**config.mk**
```make
export PLATFORM = sky130hd
export DESIGN_NAME = uart_rx_os
export DESIGN_NICKNAME = d
export VERILOG_FILES = /design/src/rtl/uart_rx_os_pkg.sv /design/src/rtl/uart_rx_os_sync.sv /design/src/rtl/uart_rx_os_frame.sv /design/src/rtl/uart_rx_os_fifo.sv /design/src/rtl/uart_rx_os.sv
export SDC_FILE = /design/constraint.sdc
export NUM_CORES = 1
export LEC_CHECK = 0
export ABC_CLOCK_PERIOD_IN_PS = 6500
export BUFFER_PORTS_ARGS = -buffer_cell sky130_fd_sc_hd__buf_4
export CAP_MARGIN = 25
export CORE_MARGIN = 5
export CORE_UTILIZATION = 37
export CTS_BUF_LIST = sky130_fd_sc_hd__clkbuf_4
export DETAILED_ROUTE_END_ITERATION = 7
export GPL_ROUTABILITY_DRIVEN = 0
export GPL_TIMING_DRIVEN = 0
export RECOVER_POWER = 25
export SETUP_SLACK_MARGIN = 0.02
export SLEW_MARGIN = 20
export SYNTH_ARGS = -nofsm -noshare
export SYNTH_HDL_FRONTEND = slang
export SYNTH_SLANG_ARGS = --single-unit
```
**constraint.sdc**
```tcl
create_clock -name clk -period 6.5 [get_ports clk]
set_input_delay 0.65 -clock clk [delete_from_list [all_inputs] [get_ports clk]]
set_output_delay 0.65 -clock clk [all_outputs]
set_load 0.1 [all_outputs]
```
**src/rtl/uart_rx_os_pkg.sv**
```systemverilog
package uart_rx_os_pkg;

  typedef enum logic [1:0] {
    RX_IDLE  = 2'd0,
    RX_START = 2'd1,
    RX_DATA  = 2'd2,
    RX_STOP  = 2'd3
  } rx_state_e;

  // two-of-three vote used for every bit
  function automatic logic maj3(input logic a, input logic b, input logic c);
    return (a & b) | (a & c) | (b & c);
  endfunction

  // ticks in one bit for the selected speed
  function automatic int unsigned bit_samples(input logic dbl, input int unsigned os_norm);
    return dbl ? (os_norm / 2) : os_norm;
  endfunction

  // sample index of the first of the three centre samples
  function automatic int unsigned first_vote(input int unsigned spb);
    return spb / 2;
  endfunction

endpackage

```
**src/rtl/uart_rx_os_sync.sv**
```systemverilog
module uart_rx_os_sync #(
  parameter int unsigned STAGES = 2
) (
  input  logic clk,
  input  logic rst_n,
  input  logic d_i,
  output logic q_o
);
  logic [STAGES-1:0] ff;

  always_ff @(posedge clk or negedge rst_n) begin
    if (!rst_n) ff <= '1;
    else        ff <= {ff[STAGES-2:0], d_i};
  end

  assign q_o = ff[STAGES-1];
endmodule

```
**src/rtl/uart_rx_os_frame.sv**
```systemverilog
module uart_rx_os_frame
  import uart_rx_os_pkg::*;
#(
  parameter int unsigned DATA_W  = 8,
  parameter int unsigned OS_NORM = 16
) (
  input  logic              clk,
  input  logic              rst_n,
  input  logic              en_i,
  input  logic              tick_i,
  input  logic              dbl_i,
  input  logic              rxs_i,
  output logic              push_o,
  output logic [DATA_W-1:0] data_o,
  output logic              ferr_o
);
  localparam int unsigned CNT_W = $clog2(OS_NORM + 1);
  localparam int unsigned IDX_W = (DATA_W > 1) ? $clog2(DATA_W) : 1;
  localparam logic [IDX_W-1:0] LAST_IDX = IDX_W'(DATA_W - 1);

  rx_state_e         st;
  logic [CNT_W-1:0]  cnt;
  logic [IDX_W-1:0]  bidx;
  logic [DATA_W-1:0] shreg;
  logic              armed;
  logic              smp_a, smp_b;

  logic [CNT_W-1:0]  spb, nxt_cnt, v_lo;
  logic              smp_evt, start_evt, vote_evt, vote;

  assign spb       = CNT_W'(bit_samples(dbl_i, OS_NORM));
  assign v_lo      = CNT_W'(first_vote(32'(spb)));
  assign nxt_cnt   = (cnt >= spb) ? CNT_W'(1) : cnt + CNT_W'(1);
  assign smp_evt   = tick_i && (st != RX_IDLE);
  assign start_evt = tick_i && (st == RX_IDLE) && armed && !rxs_i;
  assign vote_evt  = smp_evt && (nxt_cnt == v_lo + CNT_W'(2));
  assign vote      = maj3(smp_a, smp_b, rxs_i);

  always_ff @(posedge clk or negedge rst_n) begin
    if (!rst_n) begin
      st     <= RX_IDLE;
      cnt    <= '0;
      bidx   <= '0;
      shreg  <= '0;
      armed  <= 1'b0;
      smp_a  <= 1'b1;
      smp_b  <= 1'b1;
      push_o <= 1'b0;
      data_o <= '0;
      ferr_o <= 1'b0;
    end else if (!en_i) begin
      st     <= RX_IDLE;
      cnt    <= '0;
      bidx   <= '0;
      armed  <= 1'b0;
      push_o <= 1'b0;
    end else begin
      push_o <= 1'b0;
      if (tick_i) begin
        if (st == RX_IDLE) begin
          if (rxs_i) armed <= 1'b1;
          else if (start_evt) begin
            st  <= RX_START;
            cnt <= CNT_W'(1);
          end
        end else begin
          cnt <= nxt_cnt;
          if (nxt_cnt == v_lo)              smp_a <= rxs_i;
          if (nxt_cnt == v_lo + CNT_W'(1))  smp_b <= rxs_i;
          if (vote_evt) begin
            unique case (st)
              RX_START: begin
                if (vote) begin
                  st    <= RX_IDLE;
                  armed <= 1'b1;
                end else begin
                  st   <= RX_DATA;
                  bidx <= '0;
                end
              end
              RX_DATA: begin
                shreg <= {vote, shreg[DATA_W-1:1]};
                bidx  <= bidx + IDX_W'(1);
                if (bidx == LAST_IDX) st <= RX_STOP;
              end
              RX_STOP: begin
                push_o <= 1'b1;
                data_o <= shreg;
                ferr_o <= !vote;
                armed  <= vote;
                st     <= RX_IDLE;
              end
              default: st <= RX_IDLE;
            endcase
          end
        end
      end
    end
  end

  // a disabled receiver never completes a byte
  a_r9_no_push_disabled: assert property (@(posedge clk) disable iff (!rst_n)
    !en_i |=> !push_o);
  // a high start vote sends the receiver back to idle
  a_r5_glitch_idle: assert property (@(posedge clk) disable iff (!rst_n)
    (en_i && st == RX_START && vote_evt && vote) |=> (st == RX_IDLE));
  // the stop vote produces a byte whose mark is the inverted vote
  a_r6_stop_mark: assert property (@(posedge clk) disable iff (!rst_n)
    (en_i && st == RX_STOP && vote_evt) |=> (push_o && (ferr_o == !$past(vote))));
  // no start is taken before a high idle sample
  a_r1_need_idle: assert property (@(posedge clk) disable iff (!rst_n)
    (st == RX_IDLE && !armed && en_i) |=> (st == RX_IDLE));
endmodule

```
**src/rtl/uart_rx_os_fifo.sv**
```systemverilog
module uart_rx_os_fifo #(
  parameter int unsigned W     = 9,
  parameter int unsigned DEPTH = 2
) (
  input  logic         clk,
  input  logic         rst_n,
  input  logic         flush_i,
  input  logic         push_i,
  input  logic [W-1:0] wdata_i,
  input  logic         rd_i,
  output logic         avail_o,
  output logic [W-1:0] head_o,
  output logic         ovr_o
);
  localparam int unsigned PTR_W = (DEPTH > 1) ? $clog2(DEPTH) : 1;
  localparam int unsigned CNT_W = $clog2(DEPTH + 1);
  localparam logic [PTR_W-1:0] LAST = PTR_W'(DEPTH - 1);
  localparam logic [CNT_W-1:0] FULL = CNT_W'(DEPTH);

  logic [W-1:0]     mem [DEPTH];
  logic [PTR_W-1:0] wptr, rptr;
  logic [CNT_W-1:0] count;
  logic             do_pop, do_push, drop_evt;

  function automatic logic [PTR_W-1:0] wrap_inc(input logic [PTR_W-1:0] p);
    return (p == LAST) ? '0 : p + PTR_W'(1);
  endfunction

  assign do_pop   = rd_i && (count != '0);
  assign do_push  = push_i && ((count != FULL) || do_pop);
  assign drop_evt = push_i && !do_push;

  always_ff @(posedge clk) begin
    if (do_push && !flush_i) mem[wptr] <= wdata_i;
  end

  always_ff @(posedge clk or negedge rst_n) begin
    if (!rst_n) begin
      wptr  <= '0;
      rptr  <= '0;
      count <= '0;
      ovr_o <= 1'b0;
    end else if (flush_i) begin
      wptr  <= '0;
      rptr  <= '0;
      count <= '0;
      ovr_o <= 1'b0;
    end else begin
      if (do_push) wptr <= wrap_inc(wptr);
      if (do_pop)  rptr <= wrap_inc(rptr);
      count <= count + CNT_W'(do_push) - CNT_W'(do_pop);
      if (drop_evt)    ovr_o <= 1'b1;
      else if (do_pop) ovr_o <= 1'b0;
    end
  end

  assign avail_o = (count != '0);
  assign head_o  = mem[rptr];

  // occupancy never exceeds the depth
  a_r7_bound: assert property (@(posedge clk) disable iff (!rst_n)
    count <= FULL);
  // an accepted byte without a pop raises the occupancy by one
  a_r7_grow: assert property (@(posedge clk) disable iff (!rst_n)
    (!flush_i && do_push && !do_pop) |=> (count == $past(count) + CNT_W'(1)));
  // flush empties the buffer and clears the overrun flag
  a_r9_flush: assert property (@(posedge clk) disable iff (!rst_n)
    flush_i |=> (!avail_o && !ovr_o));
  // a dropped byte sets overrun
  a_r8_set: assert property (@(posedge clk) disable iff (!rst_n)
    (!flush_i && drop_evt) |=> ovr_o);
  // a pop clears overrun
  a_r8_clear: assert property (@(posedge clk) disable iff (!rst_n)
    (do_pop && !drop_evt) |=> !ovr_o);
endmodule

```
**src/rtl/uart_rx_os.sv**
```systemverilog
module uart_rx_os #(
  parameter int unsigned DATA_W      = 8,
  parameter int unsigned OS_NORM     = 16,
  parameter int unsigned BUF_DEPTH   = 2,
  parameter int unsigned SYNC_STAGES = 2
) (
  input  logic              clk,
  input  logic              rst_n,
  input  logic              os_tick_i,
  input  logic              dbl_spd_i,
  input  logic              rx_en_i,
  input  logic              rxd_i,
  input  logic              rd_i,
  output logic              rx_avail_o,
  output logic [DATA_W-1:0] rx_data_o,
  output logic              rx_ferr_o,
  output logic              rx_ovr_o
);
  localparam int unsigned ENT_W = DATA_W + 1;

  logic              rxs;
  logic              byte_push;
  logic [DATA_W-1:0] byte_data;
  logic              byte_ferr;
  logic [ENT_W-1:0]  head;

  uart_rx_os_sync #(.STAGES(SYNC_STAGES)) u_sync (
    .clk   (clk),
    .rst_n (rst_n),
    .d_i   (rxd_i),
    .q_o   (rxs)
  );

  uart_rx_os_frame #(.DATA_W(DATA_W), .OS_NORM(OS_NORM)) u_frame (
    .clk    (clk),
    .rst_n  (rst_n),
    .en_i   (rx_en_i),
    .tick_i (os_tick_i),
    .dbl_i  (dbl_spd_i),
    .rxs_i  (rxs),
    .push_o (byte_push),
    .data_o (byte_data),
    .ferr_o (byte_ferr)
  );

  uart_rx_os_fifo #(.W(ENT_W), .DEPTH(BUF_DEPTH)) u_fifo (
    .clk     (clk),
    .rst_n   (rst_n),
    .flush_i (!rx_en_i),
    .push_i  (byte_push),
    .wdata_i ({byte_ferr, byte_data}),
    .rd_i    (rd_i),
    .avail_o (rx_avail_o),
    .head_o  (head),
    .ovr_o   (rx_ovr_o)
  );

  assign rx_data_o = head[DATA_W-1:0];
  assign rx_ferr_o = head[DATA_W];
endmodule

```
After elaboration in Yosys (flattened, before gate mapping)
Memories as Yosys holds them, arrays and structs flattened.
Index checks and enable logic that the tools add are counted.
{"block": "op_classes", "muxes": 46, "order_cmp": 1, "n_reduce_logical": 24, "eq_ne": 23, "add_sub_neg": 8, "n_bitwise": 6}
{"op": "5-bit two-way mux", "n": 7}
{"op": "5-bit AND reduction", "n": 5}
{"op": "1-bit two-way mux", "n": 22}
{"op": "2-bit two-way mux", "n": 9}
{"op": "3-bit two-way mux", "n": 5}
{"op": "5-bit equality test", "n": 2}
{"op": "1-bit logical AND", "n": 9}
{"op": "3-bit by 1-bit inequality test with 1-bit output (second input constant)", "n": 3}
{"op": "3-bit inequality test (second input constant)", "n": 3}
{"op": "4-bit by 2-bit inequality test with 1-bit output (second input constant)", "n": 2}
{"op": "4-bit AND reduction", "n": 2}
{"op": "2-bit by 1-bit inequality test with 1-bit output (second input constant)", "n": 3}
{"op": "2-bit inequality test (second input constant)", "n": 3}
{"op": "3-bit one-hot mux with 2 select lines", "n": 1}
{"op": "4-bit by 1-bit adder with 5-bit output (second input constant)", "n": 1}
{"op": "4-bit by 2-bit adder with 5-bit output (second input constant)", "n": 1}
{"op": "5-bit by 1-bit adder with 5-bit output (second input constant)", "n": 1}
{"op": "5-bit by 4-bit equality test with 1-bit output", "n": 1}
{"op": "5-bit greater-or-equal comparator", "n": 1}
{"op": "2-bit equality test (second input constant)", "n": 2}
{"op": "4-bit by 1-bit inequality test with 1-bit output (second input constant)", "n": 1}
{"op": "2-bit one-hot mux with 2 select lines", "n": 1}
{"op": "2-bit nonzero test", "n": 2}
{"op": "3-bit by 1-bit adder with 3-bit output (second input constant)", "n": 1}
{"op": "14 further kinds", "n": 20}
{"block": "word_totals", "mem_count": 1, "inputBits": 7, "ff_bits": 38, "output_inout_bits": 11, "ram_bits": 18}
{"memory": "u_fifo.mem", "depth": 2, "width": 9, "read_ports": 1, "rd_clocked_by_memory_dff": 0, "wr": 1, "line": "uart_rx_os_fifo.sv:20", "source": "logic [W-1:0] mem [DEPTH];"}

Logic depth before layout (Yosys ltp)
{"block": "depth", "ltp_word": 9, "mapped_depth": 9}

By module
A second synthesis with hierarchy kept.
{"block": "hier_totals", "cells_unflattened": 216, "hier_area_um2": 2750.1}
{"module": "uart_rx_os_frame", "n_inst": 1, "area_each_um2": 1769.2, "cells_each": 158}
{"module": "uart_rx_os_fifo", "n_inst": 1, "area_each_um2": 924.6, "cells_each": 55}
{"module": "uart_rx_os_sync", "n_inst": 1, "area_each_um2": 52.6, "cells_each": 2}
{"module": "uart_rx_os", "n_inst": 1, "area_each_um2": 3.8, "cells_each": 1}

Worst setup path before layout
OpenSTA, ideal clock, no wires.
{"block": "synth_path", "kind": "input to register", "startpoint": "in dbl_spd_i", "endpoint": "reg u_frame.data_o[0]", "path_buffers": 1, "arrival_ns": 2.400, "required_time_ns": 6.375, "stages": 7, "setup_time_ns": 0.125, "path_slack_ns": 3.974, "cell_sequence": "ha_1 -> and4b_4 -> nor3_4 -> nand3_1 -> or4b_1 -> buf_6 -> mux2_4"}
{"block": "synth_between", "elab_chain_len": 6, "elab_cells_between_ends": 7}
{"element": "start, declared", "line": "uart_rx_os.sv:10", "source": "input logic dbl_spd_i,"}
{"element": "5-bit two-way mux (*)", "line": "uart_rx_os_pkg.sv:17", "source": "return dbl ? (os_norm / 2) : os_norm;"}
{"element": "5-bit greater-or-equal comparator", "line": "uart_rx_os_frame.sv:33", "source": "assign nxt_cnt = (cnt >= spb) ? CNT_W'(1) : cnt + CNT_W'(1);"}
{"element": "5-bit two-way mux", "line": "uart_rx_os_frame.sv:33"}
{"element": "5-bit equality test (*)", "line": "uart_rx_os_frame.sv:36", "source": "assign vote_evt = smp_evt && (nxt_cnt == v_lo + CNT_W'(2));"}
{"element": "1-bit logical AND (*)", "line": "uart_rx_os_frame.sv:36"}
{"element": "5-bit AND reduction (no source line) (*)"}
{"element": "end signal, assigned", "line": "uart_rx_os_frame.sv:88", "source": "data_o <= shreg;"}
{"element": "end, declared", "line": "uart_rx_os_frame.sv:14", "source": "output logic [DATA_W-1:0] data_o,"}
Every way passes the cells marked *; elsewhere a longest branch is shown, timed or not.
A chain may end at the register's enable or synchronous reset.

Worst setup path in the final report
{"block": "layout_path", "startpoint": "reg u_frame.cnt[3]", "endpoint": "reg u_frame.shreg[4]"}
{"block": "layout_between", "elab_chain_len": 5, "elab_cells_between_ends": 6}
{"element": "start, declared", "line": "uart_rx_os_frame.sv:22", "source": "logic [CNT_W-1:0] cnt;"}
{"element": "start signal, assigned", "line": "uart_rx_os_frame.sv:67", "source": "cnt <= nxt_cnt;"}
{"element": "5-bit by 1-bit adder with 5-bit output or 5-bit greater-or-equal comparator (tied branches)", "line": "uart_rx_os_frame.sv:33"}
{"element": "5-bit two-way mux (*)", "line": "uart_rx_os_frame.sv:33"}
{"element": "5-bit equality test (*)", "line": "uart_rx_os_frame.sv:36"}
{"element": "1-bit logical AND (*)", "line": "uart_rx_os_frame.sv:36"}
{"element": "5-bit AND reduction (no source line) (*)"}
{"element": "end signal, assigned", "line": "uart_rx_os_frame.sv:82", "source": "shreg <= {vote, shreg[DATA_W-1:1]};"}
{"element": "end, declared", "line": "uart_rx_os_frame.sv:24", "source": "logic [DATA_W-1:0] shreg;"}
Marked as above.

==> results.json <==
{
  "vias_per_cell": 4.93,
  "cp.arrival_ns": 2.90,
  "syn_avg_cell_area_um2": 12.6,
  "synth_top_area_share_pct": 31.4,
  "end_kind": "register",
  "crit_slowest_cell": "dfrtp_1",
  "fin_hold_ws_ns": 0.359,
  "cts_tree": "done",
  "antennaDiodeCount": 0,
  "die_y_um": 95.6,
  "wl_um": 4500,
  "layout-drive-gt1-share_pct": 23.3,
  "cts_hold_buf": 0,
  "drt_first_pass_iters": 4,
  "cts.clk_slew.worst_paths_ns": 0.16,
  "grt_usage_pct": 10.8,
  "grt_pass1_wl_um": 7690,
  "worstSetupStartpointType": "register",
  "cp-startpoint": "u_frame.cnt[3]",
  "fin_ws_ns": 3.87,
  "synth-xor-area-share_pct": 1.61,
  "finalPower_uw": 669,
  "synthFlopType": "dfrtp_1",
  "clock_sinks": 56,
  "critical_path_class": "register to register",
  "crit_path_max_fanout": 10,
  "io_pins": 18,
  "dieArea_um2": 9140,
  "slew_viol_final": 39,
  "area_growth_pct": 11.5,
  "synth-simple-area-share_pct": 14.0,
  "grt.busiest_layer": "met2",
  "max_freq_mhz": 381,
  "grt_max_degree": 39,
  "synth_top_family_by_area": "simple AND/OR/NAND/NOR gates",
  "synth.area.mux_share_pct": 13.1,
  "rsz0062_at_grt": "no",
  "cts-root-buf": "clkbuf_4",
  "leakage_nw": 1.28,
  "r2r.worst_path.cells": 8,
  "hpwl_um": 3230,
  "min_path_type": "primary input to register",
  "grt_antenna_before_repair": 0,
  "slew_headroom_pct": -41.6,
  "die_w_um": 95.6,
  "initial_core_util_pct": 37.6,
  "synth_fp_nets": 234,
  "yosys_warnings": 0,
  "setup_viol": 0,
  "synthAdderAreaFrac_pct": 5.90,
  "crit_chain": "inv_1, ha_1, and4b_4, nor3_4, nand3_2, or3_1, buf_2, mux2_1",
  "status": "complete, but fails checks",
  "num_vias": 1671,
  "first_iter_violations": 89,
  "routedWlPerCell_um": 13.3,
  "irDropWorstVdd_mv": 0.0898,
  "max-clock-path-buffers": 2,
  "dp_slack_ns": 3.64,
  "synthArstFlopShare_pct": 67.9,
  "netlist_area_um2": 2710,
  "io_buffer_count": 17,
  "min_period_over_period_pct": 40.4,
  "hold_violations": 0,
  "drc": 0,
  "finalCoreUtilization_pct": 41.9,
  "finClkSkew_ns": 0.00431,
  "synth-edff-count": 18,
  "core_um2": 7210,
  "period_minus_slack_ns": 2.63,
  "placementRows": 31,
  "cpPeakStageDelay_ns": 0.50,
  "grtUsageMet3_pct": 2.68,
  "n_fill_cell": 706,
  "min_from": "rxd_i",
  "use_met2_pct": 17.7,
  "ant_nets": 0,
  "grt_pass1_vias": 1648,
  "clock_latency_ns": 0.37,
  "synth.area.top_cells": "dfrtp_1, edfxtp_1, ha_1, mux2_2, mux2_4",
  "synth_seq_area_share_pct": 55.2,
  "postCtsSetupBuffers": 0,
  "nets": 258,
  "whs_endpoint": "u_sync.ff[0]",
  "fin_setup_tns_ns": 0,
  "worst_slew_pin_slew_ns": 2.12,
  "htree_levels": 2,
  "ys_seq_elements": 56,
  "cap_violations": 1,
  "required_ns": 6.78,
  "cts-buffers-inserted": 5,
  "r2r_slack_ns": 3.87,
  "hold_depth": 1,
  "gr-total-overflow": 0,
  "regToRegEndpoint": "u_frame.shreg[4]",
  "failed_checks": "max-capacitance violations, max-slew violations",
  "cts_resized": 0,
  "grt_util_met1_pct": 14.2,
  "timing.rr.start": "u_frame.cnt[3]",
  "p_per_area_nw_per_um2": 221,
  "synth.distinct_cells": 47,
  "yosys.area.top_type": "dfrtp_1",
  "netlist_instances": 215,
  "synth-compound-area-share_pct": 7.61
}
-- cells in the mapped netlist, types with 3 or more instances --
cell type	instances
a21oi_1	3
and3_1	4
clkbuf_1	3
dfrtp_1	34
dfstp_2	4
edfxtp_1	18
ha_1	12
inv_1	12
mux2_1	7
mux2_2	12
mux2_4	8
nand2_1	18
nand2b_1	6
nand3_1	4
nor2_1	8
nor2b_1	5
nor4_1	4
o21ai_0	10
o311ai_0	3
o31a_1	3
xnor2_1	3
-- final cells by class --
class	count	area, um^2	share of cell area (%)
plain buffers	5	27.5	0.910
clock buffers	5	37.5	1.24
clock inverters	3	27.5	0.910
inverters	12	45.0	1.49
multi-input cells	142	1140	37.8
flip-flops and latches	56	1500	49.5
well taps	99	124	4.09
repair buffers	17	124	4.09
-- per-layer routing --
layer | up-vias | routed length [um]
li1 | 830 | -
met4 | 0 | 57
met2 | 23 | 2120
met3 | 6 | 150
met1 | 812 | 2170
met5 | - | 0
-- how the worst max path moves through the flow --
stage / end / slack (ns)
after floorplan: u_frame.data_o[0] / 3.97
after global placement: u_frame.shreg[0] / 3.68
after detailed placement: u_frame.shreg[4] / 3.64
after CTS: u_frame.shreg[4] / 3.85
after global routing: u_frame.smp_b / 3.72
final: u_frame.shreg[4] / 3.87
-- layout by cell type, fill, tap and decap left out, drive strengths merged, types with 2 or more instances in the layout --
master	count
and2	2
nor3b	2
edfxtp	18
nor3	3
mux2i	2
o31a	3
nand3b	2
or3	2
xor2	2
nand2	18
o221ai	2
inv	13
o21ai	11
a21oi	3
ha	12
dfrtp	34
o311ai	3
clkbuf	10
and3	4
dfstp	4
nor2b	5
buf	17
nand3	5
nor2	8
a22o	2
xnor2	3
nand2b	6
mux2	27
nor4	5
-- cell families (layout without fill, tap and decap cells) --
logic type	count (synthesis)	count (layout)
AND/OR/NAND/NOR	66	66
multiplexers	29	29
XOR/XNOR	5	5
flip-flops	56	56
adder cells (fa/ha/maj)	13	13
AO/OA/AOI/OAI	29	29
buffers and inverters	17	42
-- per-stage QoR --
| stage | instances | area, um^2 |
|---|---|---|
| floorplan | 215 | 2710 |
| global placement | 331 | 2960 |
| detailed placement | 331 | 2960 |
| CTS | 339 | 3030 |
| global route | 339 | 3030 |
| finish | 339 | 3030 |
-- flip-flops by register name, indices dropped and copies added (netlist names) --
name            cells
u_frame.smp_a       1
u_sync.ff           2
u_frame.push_o      1
u_frame.data_o      8
u_frame.bidx        3
u_frame.smp_b       1
u_fifo.rptr         1
u_fifo.count        2
u_fifo.mem         18
u_frame.st          2
u_fifo.ovr_o        1
u_frame.shreg       8
u_frame.armed       1
u_fifo.wptr         1
u_frame.cnt         5
u_frame.ferr_o      1
-- worst max-delay path: cells and delay by family (launching register included) --
kind | cells | cell delay, ns
buffers and inverters | 2 | 0.33
and+or+nand+nor | 4 | 1.07
adders and majority gates | 1 | 0.28
muxes | 1 | 0.33
DFF | 1 | 0.50
-- where the power goes --
group | switching [mW] | internal, mW | total [mW]
Combinational | 0.106 | 0.0349 | 0.141
Sequential | 0.00275 | 0.367 | 0.370
Clock | 0.113 | 0.0458 | 0.159
Total | 0.221 | 0.447 | 0.669
(Power assumes the default switching activity.)
